[src/rtl/bap_pkg.sv]
`timescale 1ns/1ps
package bap_pkg;
  typedef enum logic {DIR_RD = 1'b0, DIR_WR = 1'b1} dir_e;

  function automatic int unsigned area_words(int unsigned min_w, int unsigned idx);
    return min_w << idx;
  endfunction

  function automatic int unsigned area_base(int unsigned min_w, int unsigned idx);
    return min_w * ((1 << idx) - 1);
  endfunction

  function automatic int unsigned total_words(int unsigned min_w, int unsigned n);
    return min_w * ((1 << n) - 1);
  endfunction
endpackage

[src/rtl/bap_cmd_dec.sv]
`timescale 1ns/1ps
module bap_cmd_dec
  import bap_pkg::*;
#(
  parameter int unsigned N_AREA = 4,
  parameter int unsigned CMD_W  = 8,
  parameter int unsigned SEL_W  = 2
) (
  input  logic [CMD_W-1:0] code_i,
  output logic             valid_o,
  output dir_e             dir_o,
  output logic [SEL_W-1:0] area_o
);
  localparam int unsigned DIR_BIT = CMD_W - 1;

  logic in_rng;
  logic pad_zero;

  generate
    if (N_AREA == (1 << SEL_W)) begin : g_full
      assign in_rng = 1'b1;
    end else begin : g_part
      assign in_rng = code_i[SEL_W-1:0] < SEL_W'(N_AREA);
    end
  endgenerate

  assign pad_zero = (code_i[DIR_BIT-1:SEL_W] == '0);
  assign valid_o  = pad_zero & in_rng;
  assign dir_o    = code_i[DIR_BIT] ? DIR_WR : DIR_RD;
  assign area_o   = code_i[SEL_W-1:0];
endmodule

[src/rtl/bap_addr_gen.sv]
`timescale 1ns/1ps
module bap_addr_gen
  import bap_pkg::*;
#(
  parameter int unsigned N_AREA    = 4,
  parameter int unsigned MIN_WORDS = 16,
  parameter int unsigned SEL_W     = 2,
  parameter int unsigned AW        = 8,
  parameter int unsigned PW        = 7
) (
  input  logic [SEL_W-1:0] area_i,
  input  logic [PW-1:0]    ptr_i,
  output logic [AW-1:0]    addr_o,
  output logic [PW-1:0]    lim_o
);
  logic [AW-1:0] base_tab [N_AREA];
  logic [PW-1:0] lim_tab  [N_AREA];
  logic [AW-1:0] base_sel;

  for (genvar g = 0; g < N_AREA; g++) begin : g_tab
    assign base_tab[g] = AW'(area_base(MIN_WORDS, g));
    assign lim_tab[g]  = PW'(area_words(MIN_WORDS, g) - 1);
  end

  always_comb begin
    base_sel = '0;
    lim_o    = '0;
    for (int i = 0; i < N_AREA; i++) begin
      if (area_i == SEL_W'(i)) begin
        base_sel = base_tab[i];
        lim_o    = lim_tab[i];
      end
    end
  end

  assign addr_o = base_sel + AW'(ptr_i);
endmodule

[src/rtl/bap_xfer_ctl.sv]
`timescale 1ns/1ps
module bap_xfer_ctl
  import bap_pkg::*;
#(
  parameter int unsigned CNT_W = 16,
  parameter int unsigned SEL_W = 2,
  parameter int unsigned PW    = 7
) (
  input  logic             clk_i,
  input  logic             rst_ni,
  input  logic             start_i,
  input  dir_e             start_dir_i,
  input  logic [SEL_W-1:0] start_area_i,
  input  logic [CNT_W-1:0] start_cnt_i,
  input  logic             step_i,
  input  logic [PW-1:0]    lim_i,
  output logic [PW-1:0]    ptr_o,
  output logic [SEL_W-1:0] area_o,
  output dir_e             dir_o,
  output logic             busy_o,
  output logic             done_o,
  output logic             last_o
);
  logic [CNT_W-1:0] bcnt_q;
  logic [PW-1:0]    ptr_q;
  logic [SEL_W-1:0] area_q;
  dir_e             dir_q;
  logic             busy_q, done_q;

  // last word: byte budget covers at most one more word, or area end reached
  assign last_o = (bcnt_q <= CNT_W'(2)) || (ptr_q == lim_i);

  always_ff @(posedge clk_i or negedge rst_ni) begin
    if (!rst_ni) begin
      bcnt_q <= '0;
      ptr_q  <= '0;
      area_q <= '0;
      dir_q  <= DIR_RD;
      busy_q <= 1'b0;
      done_q <= 1'b0;
    end else if (start_i) begin
      bcnt_q <= start_cnt_i;
      ptr_q  <= '0;
      area_q <= start_area_i;
      dir_q  <= start_dir_i;
      busy_q <= (start_cnt_i != '0);
      done_q <= (start_cnt_i == '0);
    end else if (step_i) begin
      bcnt_q <= (bcnt_q > CNT_W'(2)) ? bcnt_q - CNT_W'(2) : '0;
      if (last_o) begin
        busy_q <= 1'b0;
        done_q <= 1'b1;
      end else begin
        ptr_q <= ptr_q + PW'(1);
      end
    end
  end

  assign ptr_o  = ptr_q;
  assign area_o = area_q;
  assign dir_o  = dir_q;
  assign busy_o = busy_q;
  assign done_o = done_q;
endmodule

[src/rtl/buf_access_port.sv]
`timescale 1ns/1ps
module buf_access_port
  import bap_pkg::*;
#(
  parameter int unsigned N_AREA    = 4,
  parameter int unsigned MIN_WORDS = 16,
  parameter int unsigned DATA_W    = 16,
  parameter int unsigned CNT_W     = 16,
  parameter int unsigned CMD_W     = 8,
  localparam int unsigned SEL_W    = (N_AREA > 1) ? $clog2(N_AREA) : 1,
  localparam int unsigned TOTAL    = total_words(MIN_WORDS, N_AREA),
  localparam int unsigned AW       = $clog2(TOTAL),
  localparam int unsigned PW       = $clog2(MIN_WORDS << (N_AREA - 1))
) (
  input  logic              clk_i,
  input  logic              rst_ni,
  input  logic              cnt_wr_i,
  input  logic              cmd_wr_i,
  input  logic              data_wr_i,
  input  logic              data_rd_i,
  input  logic [DATA_W-1:0] wdata_i,
  output logic [DATA_W-1:0] rdata_o,
  output logic              busy_o,
  output logic              done_o,
  output logic              ram_req_o,
  output logic              ram_we_o,
  output logic [AW-1:0]     ram_addr_o,
  output logic [DATA_W-1:0] ram_wdata_o,
  input  logic [DATA_W-1:0] ram_rdata_i
);
  logic [CNT_W-1:0]  cnt_q;
  logic              dec_valid;
  dir_e              dec_dir;
  logic [SEL_W-1:0]  dec_area;
  logic              cmd_ok;
  logic              step;
  logic [PW-1:0]     ptr;
  logic [SEL_W-1:0]  area_q;
  dir_e              dir_q;
  logic              busy, done, last;
  logic [SEL_W-1:0]  sel_area;
  logic [PW-1:0]     sel_ptr;
  logic [PW-1:0]     lim;
  logic              rd_issue;
  logic              rvalid_q;
  logic [DATA_W-1:0] rdata_q;

  always_ff @(posedge clk_i or negedge rst_ni) begin
    if (!rst_ni)       cnt_q <= '0;
    else if (cnt_wr_i) cnt_q <= wdata_i[CNT_W-1:0];
  end

  bap_cmd_dec #(.N_AREA(N_AREA), .CMD_W(CMD_W), .SEL_W(SEL_W)) u_dec (
    .code_i (wdata_i[CMD_W-1:0]),
    .valid_o(dec_valid),
    .dir_o  (dec_dir),
    .area_o (dec_area)
  );

  assign cmd_ok = cmd_wr_i & dec_valid;
  // a command wins over a data strobe in the same cycle
  assign step   = busy & ~cmd_ok & ((dir_q == DIR_WR) ? data_wr_i : data_rd_i);

  bap_xfer_ctl #(.CNT_W(CNT_W), .SEL_W(SEL_W), .PW(PW)) u_ctl (
    .clk_i       (clk_i),
    .rst_ni      (rst_ni),
    .start_i     (cmd_ok),
    .start_dir_i (dec_dir),
    .start_area_i(dec_area),
    .start_cnt_i (cnt_q),
    .step_i      (step),
    .lim_i       (lim),
    .ptr_o       (ptr),
    .area_o      (area_q),
    .dir_o       (dir_q),
    .busy_o      (busy),
    .done_o      (done),
    .last_o      (last)
  );

  // address source: word 0 of new area on command, next word on read pop
  always_comb begin
    sel_area = cmd_ok ? dec_area : area_q;
    if (cmd_ok)                       sel_ptr = '0;
    else if (dir_q == DIR_RD && step) sel_ptr = ptr + PW'(1);
    else                              sel_ptr = ptr;
  end

  bap_addr_gen #(
    .N_AREA(N_AREA), .MIN_WORDS(MIN_WORDS), .SEL_W(SEL_W), .AW(AW), .PW(PW)
  ) u_addr (
    .area_i(sel_area),
    .ptr_i (sel_ptr),
    .addr_o(ram_addr_o),
    .lim_o (lim)
  );

  assign rd_issue    = (cmd_ok & (dec_dir == DIR_RD) & (cnt_q != '0))
                     | (step & (dir_q == DIR_RD) & ~last);
  assign ram_we_o    = step & (dir_q == DIR_WR);
  assign ram_req_o   = rd_issue | ram_we_o;
  assign ram_wdata_o = wdata_i;

  always_ff @(posedge clk_i or negedge rst_ni) begin
    if (!rst_ni) begin
      rvalid_q <= 1'b0;
      rdata_q  <= '0;
    end else begin
      rvalid_q <= rd_issue;
      if (rvalid_q) rdata_q <= ram_rdata_i;
    end
  end

  assign rdata_o = rdata_q;
  assign busy_o  = busy;
  assign done_o  = done;
endmodule

[config.mk]
export PLATFORM = sky130hd
export DESIGN_NAME = buf_access_port
export DESIGN_NICKNAME = d
export VERILOG_FILES = /design/src/rtl/bap_pkg.sv /design/src/rtl/bap_cmd_dec.sv /design/src/rtl/bap_addr_gen.sv /design/src/rtl/bap_xfer_ctl.sv /design/src/rtl/buf_access_port.sv
export SDC_FILE = /design/constraint.sdc
export NUM_CORES = 1
export LEC_CHECK = 0
export CAP_MARGIN = 20
export CORE_MARGIN = 3
export CORE_UTILIZATION = 40
export DETAILED_ROUTE_END_ITERATION = 8
export PLACE_DENSITY = 0.67
export SLEW_MARGIN = 10
export SYNTH_ARGS = -nofsm -noshare
export SYNTH_HDL_FRONTEND = slang
export SYNTH_SLANG_ARGS = --single-unit
[constraint.sdc]
create_clock -name clk_i -period 3.8 [get_ports clk_i]
set_clock_uncertainty 0.2 [all_clocks]
set_input_delay 0.95 -clock clk_i [delete_from_list [all_inputs] [get_ports clk_i]]
set_output_delay 0.95 -clock clk_i [all_outputs]
set_load 0.01 [all_outputs]
==> After elaboration in Yosys (flattened, before gate mapping) <==
Index checks and enable logic that the tools add are counted.
{ "totals": {"register_bits": 61, "input_bits": 38, "out_inout_bits": 44, "wordCells": 67} }
{ "op_classes": {"n_addsub": 3, "n_lt_le_gt_ge": 2, "eq_ne": 5, "n_mux": 24, "bitwise": 14, "reduce_logical": 10} }
{ "ops": {"columns": ["operator", "count"], "rows": [
  ["two-way mux 7 bit", 7],
  ["two-way mux 16 bit", 3],
  ["> comparator 16 x 2 -> 1 bit (second input constant)", 1],
  ["less-or-equal comparator 16 x 2 -> 1 bit (second input constant)", 1],
  ["zero test 16 bit", 1],
  ["nonzero test 16 bit", 1],
  ["subtractor 16 x 2 -> 16 bit (second input constant)", 1],
  ["two-way mux 6 bit", 2],
  ["two-way mux 5 bit", 2],
  ["adder 7 x 7 -> 8 bit", 1],
  ["bitwise AND 1 bit", 8],
  ["two-way mux 1 bit", 8],
  ["adder 7 x 1 -> 7 bit (second input constant)", 1],
  ["equality test 7 bit", 1],
  ["zero test 5 bit", 1],
  ["equality test 2 bit (second input constant)", 2],
  ["two-way mux 4 bit", 1],
  ["inverter 1 bit", 4],
  ["AND reduction 2 bit", 2],
  ["nonzero test 2 bit", 2],
  ["equality test 2 x 1 -> 1 bit (second input constant)", 1],
  ["zero test 2 bit", 1],
  ["two-way mux 2 bit", 1],
  ["!= test 2 bit (second input constant)", 1],
  ["3 further kinds", 4]
]} }

==> Logic depth before layout (Yosys ltp) <==
{ "logic_depth": {"ltp_word": 14, "mapped_depth": 10, "ltp_nobuf": 9} }

==> By module <==
A second synthesis with hierarchy kept.
{ "unflattened": {"cells_unflattened": 343, "hier_area_um2": 3540.9} }
{ "modules_own_cells": {"columns": ["mod", "n_inst", "cells_each", "area_per_inst_um2", "seq_area_each_um2"], "rows": [
  ["buf_access_port", 1, 137, 1665.3, 825.8],
  ["bap_xfer_ctl", 1, 176, 1657.8, 700.7],
  ["bap_addr_gen", 1, 25, 183.9, 0.0],
  ["bap_cmd_dec", 1, 5, 33.8, 0.0]
]} }

==> Least setup slack after synthesis <==
Ideal clock, no wire load.
{ "synth_timing": {"path_kind": "in2out", "start": "input port wdata_i[3]", "end": "output port ram_addr_o[6]", "t_arrival_ns": 2.990, "t_required_ns": 2.650, "path_slack_ns": -0.340, "cell_stages": 7, "path_buffers": 1, "cell_sequence": "or4b_4 -> nor2_1 -> clkbuf_1 -> nor2_1 -> ha_1 -> fa_1 -> xor2_1"} }
{ "synth_between": {"elab_chain_len": 9, "word_cells_on_any_way": 16, "classes_between": "add/sub: 1; eq/ne: 3; mux: 6; bitwise: 4; reduce/logical: 2"} }
{ "synth_rtl": {"columns": ["item", "line", "rtl"], "rows": [
  ["from (decl)", "buf_access_port.sv:21", "input logic [DATA_W-1:0] wdata_i,"],
  ["zero test 5 bit (*)", "bap_cmd_dec.sv:27", "assign pad_zero = (code_i[DIR_BIT-1:SEL_W] == '0);"],
  ["bitwise AND 1 bit (*)", "buf_access_port.sv:60", "assign cmd_ok = cmd_wr_i & dec_valid;"],
  ["branches (longest 6 deep; another with two-way mux 7 bit)", null, null],
  ["adder 7 x 7 -> 8 bit (*)", "bap_addr_gen.sv:36", "assign addr_o = base_sel + AW'(ptr_i);"],
  ["to (decl)", "buf_access_port.sv:27", "output logic [AW-1:0] ram_addr_o,"]
]} }
Mark *: on every way between the ends.

==> Worst setup path in the final report <==
{ "layout_timing": {"start": "input port wdata_i[5]", "end": "output port ram_addr_o[6]"} }
Same word-level chain as after synthesis.

==> results.tsv <==
stage	metric	value	unit
status	outcome	complete, but fails checks	
status	violations	setup timing	
layout	antenna_cells	0	
timing	worst_pin_slew	0.9551	ns
setup_path	critPathSlowestCell	or4b_4	
job	maxCapViolations	0	
timing	rsz0062_at_grt	yes	
worst_hold_path	hold_path_class	reg -> reg	
synthesis	synthMuxAreaShare	11.54	%
floorplanning	die_y	96.93	um
synthesis	synth_cell_type_count	51	
timing	setup_viol	4	
timing	maxSlewHeadroom	36.33	%
setup_path	start_kind	input pin	
synthesis	synth_ff_type	dfrtp_1	
timing	fin_crit_sh	108.9	%
synthesis	syn_area	0.003307	mm2
routing	num_vias	2876	
layout	fin_cells	545	
synthesis	synth_seq_cells	61	
timing	layout_min_cycle_time	4.137	ns
layout	area_delta_synth_final	41.09	%
clocking	htree_levels	3	
layout	seq_area	0.001526	mm2
floorplanning	die_area	0.009394	mm2
setup_path	path_cells	buf_6 -> or4b_4 -> or4_4 -> and2_4 -> ha_4 -> fa_2 -> xor2_2 -> buf_2	
floorplanning	start_util	41.93	%
synthesis	ys_seq_area_share	46.16	%
floorplanning	coreArea	0.007888	mm2
clocking	cts_buffers	9	
routing	drc_errors	0	
synthesis	ys_warn_count	0	
routing	via_per_inst	5.277	
synthesis	synthXorXnorAreaFrac	2.384	%
clocking	clockRootBuffer	clkbuf_8	
setup_path	critPathMaxStageDelay	0.52	ns
layout	fin_nets	482	
setup_path	cp_max_fo	2	
synthesis	synth-simple-area-share	17.78	%
routing	wl	8019	um
grt	grt_max_degree	44	
clocking	cts_tree	yes	
synthesis	synth-edff-count	0	
synthesis	synth_cells	334	
setup_path	crit_required	2.65	ns
power	p_total	0.002606	W
clocking	clock_sinks	61	
power	p_per_area	558.6	mW/mm2
floorplanning	rows	32	
synthesis	syn_avg_cell_area	9.901	um2
timing	report.final.slew_viol_count	0	
power	leakage	2.012	nW
synthesis	synth-compound-area-share	13.17	%
grt	track_usage	17.75	%
timing	layout_setup_ws	-0.3369	ns
grt	grt.overflow.total	0	
timing	hold_violations	0	
timing	fmax	241.7	MHz
setup_path	cp-end-kind	output port	
floorplanning	num_io_pins	82	
place	numPortBuffers	81	
layout	fillers	670	
synthesis	synthArstFlopShare	100.0	%
floorplanning	die_x	96.93	um
layout	multi_input_area	0.001644	mm2
clocking	cts_buffer_depth	2	
power	irDropWorstVdd	0.0003523	V
routing	firstDrtPassIters	5	
setup_path	path_class	in -> out	
place	dp_hpwl	5901	um
synthesis	synthAdderAreaFrac	2.497	%
routing	initialDrtViolationCount	144	
place	placed_area	0.004377	mm2
layout	drive_gt1_share	28.89	%
clocking	clk_latency	0.34	ns
routing	drt.antenna.violating_nets	0	
grt	grt_pass1_wl	13790	um
place	gp_congestion	0.8036	
layout	fin_area	0.004666	mm2
synthesis	synth_top_family_by_area	simple AND/OR/NAND/NOR gates	
setup_path	cp.arrival	2.99	ns
clocking	clk_pin_slew_worst_paths	0.07	ns
grt	grt_pass1_vias	2916	
grt	antenna_found_initial	0	
synthesis	syn_nets	378	
place	numPlacedInstances	524	
routing	wl_per_cell	14.71	um
==> per-layer routing <==
layer / wire length [um] / global-route usage, % / vias to the layer above
met5: 0 / 0 / -
met4: 174 / 6.048 / 0
met3: 380 / 4.686 / 17
met2: 3899 / 28.77 / 77
met1: 3564 / 23.00 / 1385
li1: - / - / 1397
==> worst max-delay path: cells and delay by family <==
| family | cells | cell delay, ns |
|---|---|---|
| simple gates | 3 | 1.11 |
| fa+ha+maj | 2 | 0.54 |
| buf+inv | 2 | 0.22 |
| xor+xnor | 1 | 0.15 |
==> synthesized netlist by cell type, types with 4 or more instances <==
cell type,instances,area share (%)
clkbuf_1,13,1.5
o21ai_1,4,0.61
nor4_1,6,1.1
ha_1,5,1.9
xnor2_1,5,1.3
nor3_1,5,0.76
nand3_1,8,1.2
nand2_1,31,3.5
a21oi_1,21,3.2
o21ai_0,23,3.5
or4_1,7,1.6
nor2_1,28,3.2
or3_1,5,0.95
buf_4,16,3.6
dfrtp_1,61,46
a31oi_1,5,0.95
nor3b_1,4,0.91
xor2_1,4,1.1
mux2_2,33,11
inv_1,5,0.57
o31ai_1,5,1.1
==> report_power, final <==
| part | switching, W | internal [W] |
|---|---|---|
| logic | 0.000397 | 0.000532 |
| registers | 0.000175 | 0.000863 |
| clock network | 0.000268 | 0.000372 |
==> registers in the layout, summed over array words and instances (netlist names) <==
register,cells
u_ctl.busy_o,1
u_ctl.area_o,2
rvalid_q,1
u_ctl.bcnt_q,16
u_ctl.dir_o,1
rdata_o,16
u_ctl.ptr_o,7
u_ctl.done_o,1
cnt_q,16
==> cell families after synthesis <==
logic type | count (synthesis)
simple gates | 113
compound gates | 73
flops | 61
buf+inv | 38
mux | 34
xor+xnor | 9
fa+ha+maj | 6
==> placed cells by master, fill, tap and decap left out, types with 3 or more instances in the layout <==
cell type,synthesis,routed
nor2_1,28,26
a21oi_1,21,19
buf_4,16,41
o21ai_2,1,3
dlygate4sd2_1,0,6
nor3_1,5,5
or4_1,7,7
nand3_1,8,8
inv_1,5,5
buf_2,2,7
clkdlybuf4s50_1,0,62
o21ai_1,4,4
nand2_1,31,30
nor4_1,6,6
o21ai_0,23,21
dfrtp_1,61,61
mux2_2,33,32
ha_1,5,4
clkbuf_8,0,9
nor3b_1,4,4
clkinv_4,0,4
buf_6,1,7
xor2_1,4,3
or3_1,5,5
o31ai_1,5,5
a21o_1,3,3
a31oi_1,5,5
xnor2_1,5,5
==> stage by stage <==
step                      utilization (%)  hold slack (ns)  setup WS (ns)  TNS [ns]
after global placement              55.49           0.2903         -1.030    -6.268
final                               59.15           0.3048        -0.3369    -1.068
after CTS                           58.88           0.3122        -0.4514    -1.473
after floorplan                         -           0.2679        -0.1386   -0.2691
after detailed placement            55.49           0.2955         -1.095    -6.714
after global routing                59.15           0.3235        -0.3915    -1.312
==> cell type report <==
class,count,area share [%]
Clock buffer,9,2.655
Tap cell,102,2.735
Sequential cell,61,32.72
Inverter,5,0.4023
Multi-Input combinational cell,235,35.24
Timing Repair Buffer,126,24.11
Clock inverter,7,2.145
==> path summary, 6_finish.rpt <==
path,startpoint,to,slack [ns],cells after the start
setup / recovery,wdata_i[5],ram_addr_o[6],-0.34,8
hold / removal,rdata_o[2],rdata_o[2],0.30,1
setup reg to reg,u_ctl.bcnt_q[10],u_ctl.ptr_o[2],1.12,7
hold reg to reg,rdata_o[2],rdata_o[2],0.30,1
max in group asynchronous,rst_ni,rdata_o[12],2.13,2
min in group asynchronous,rst_ni,cnt_q[4],0.56,1
==> timing repair <==
item,in CTS,in global routing
gates resized for setup,59,8
endpoints found under the setup margin,10,6
hold buffers,0,0
buffers inserted,4,2
pin swaps,17,6
(Power assumes the default switching activity.)
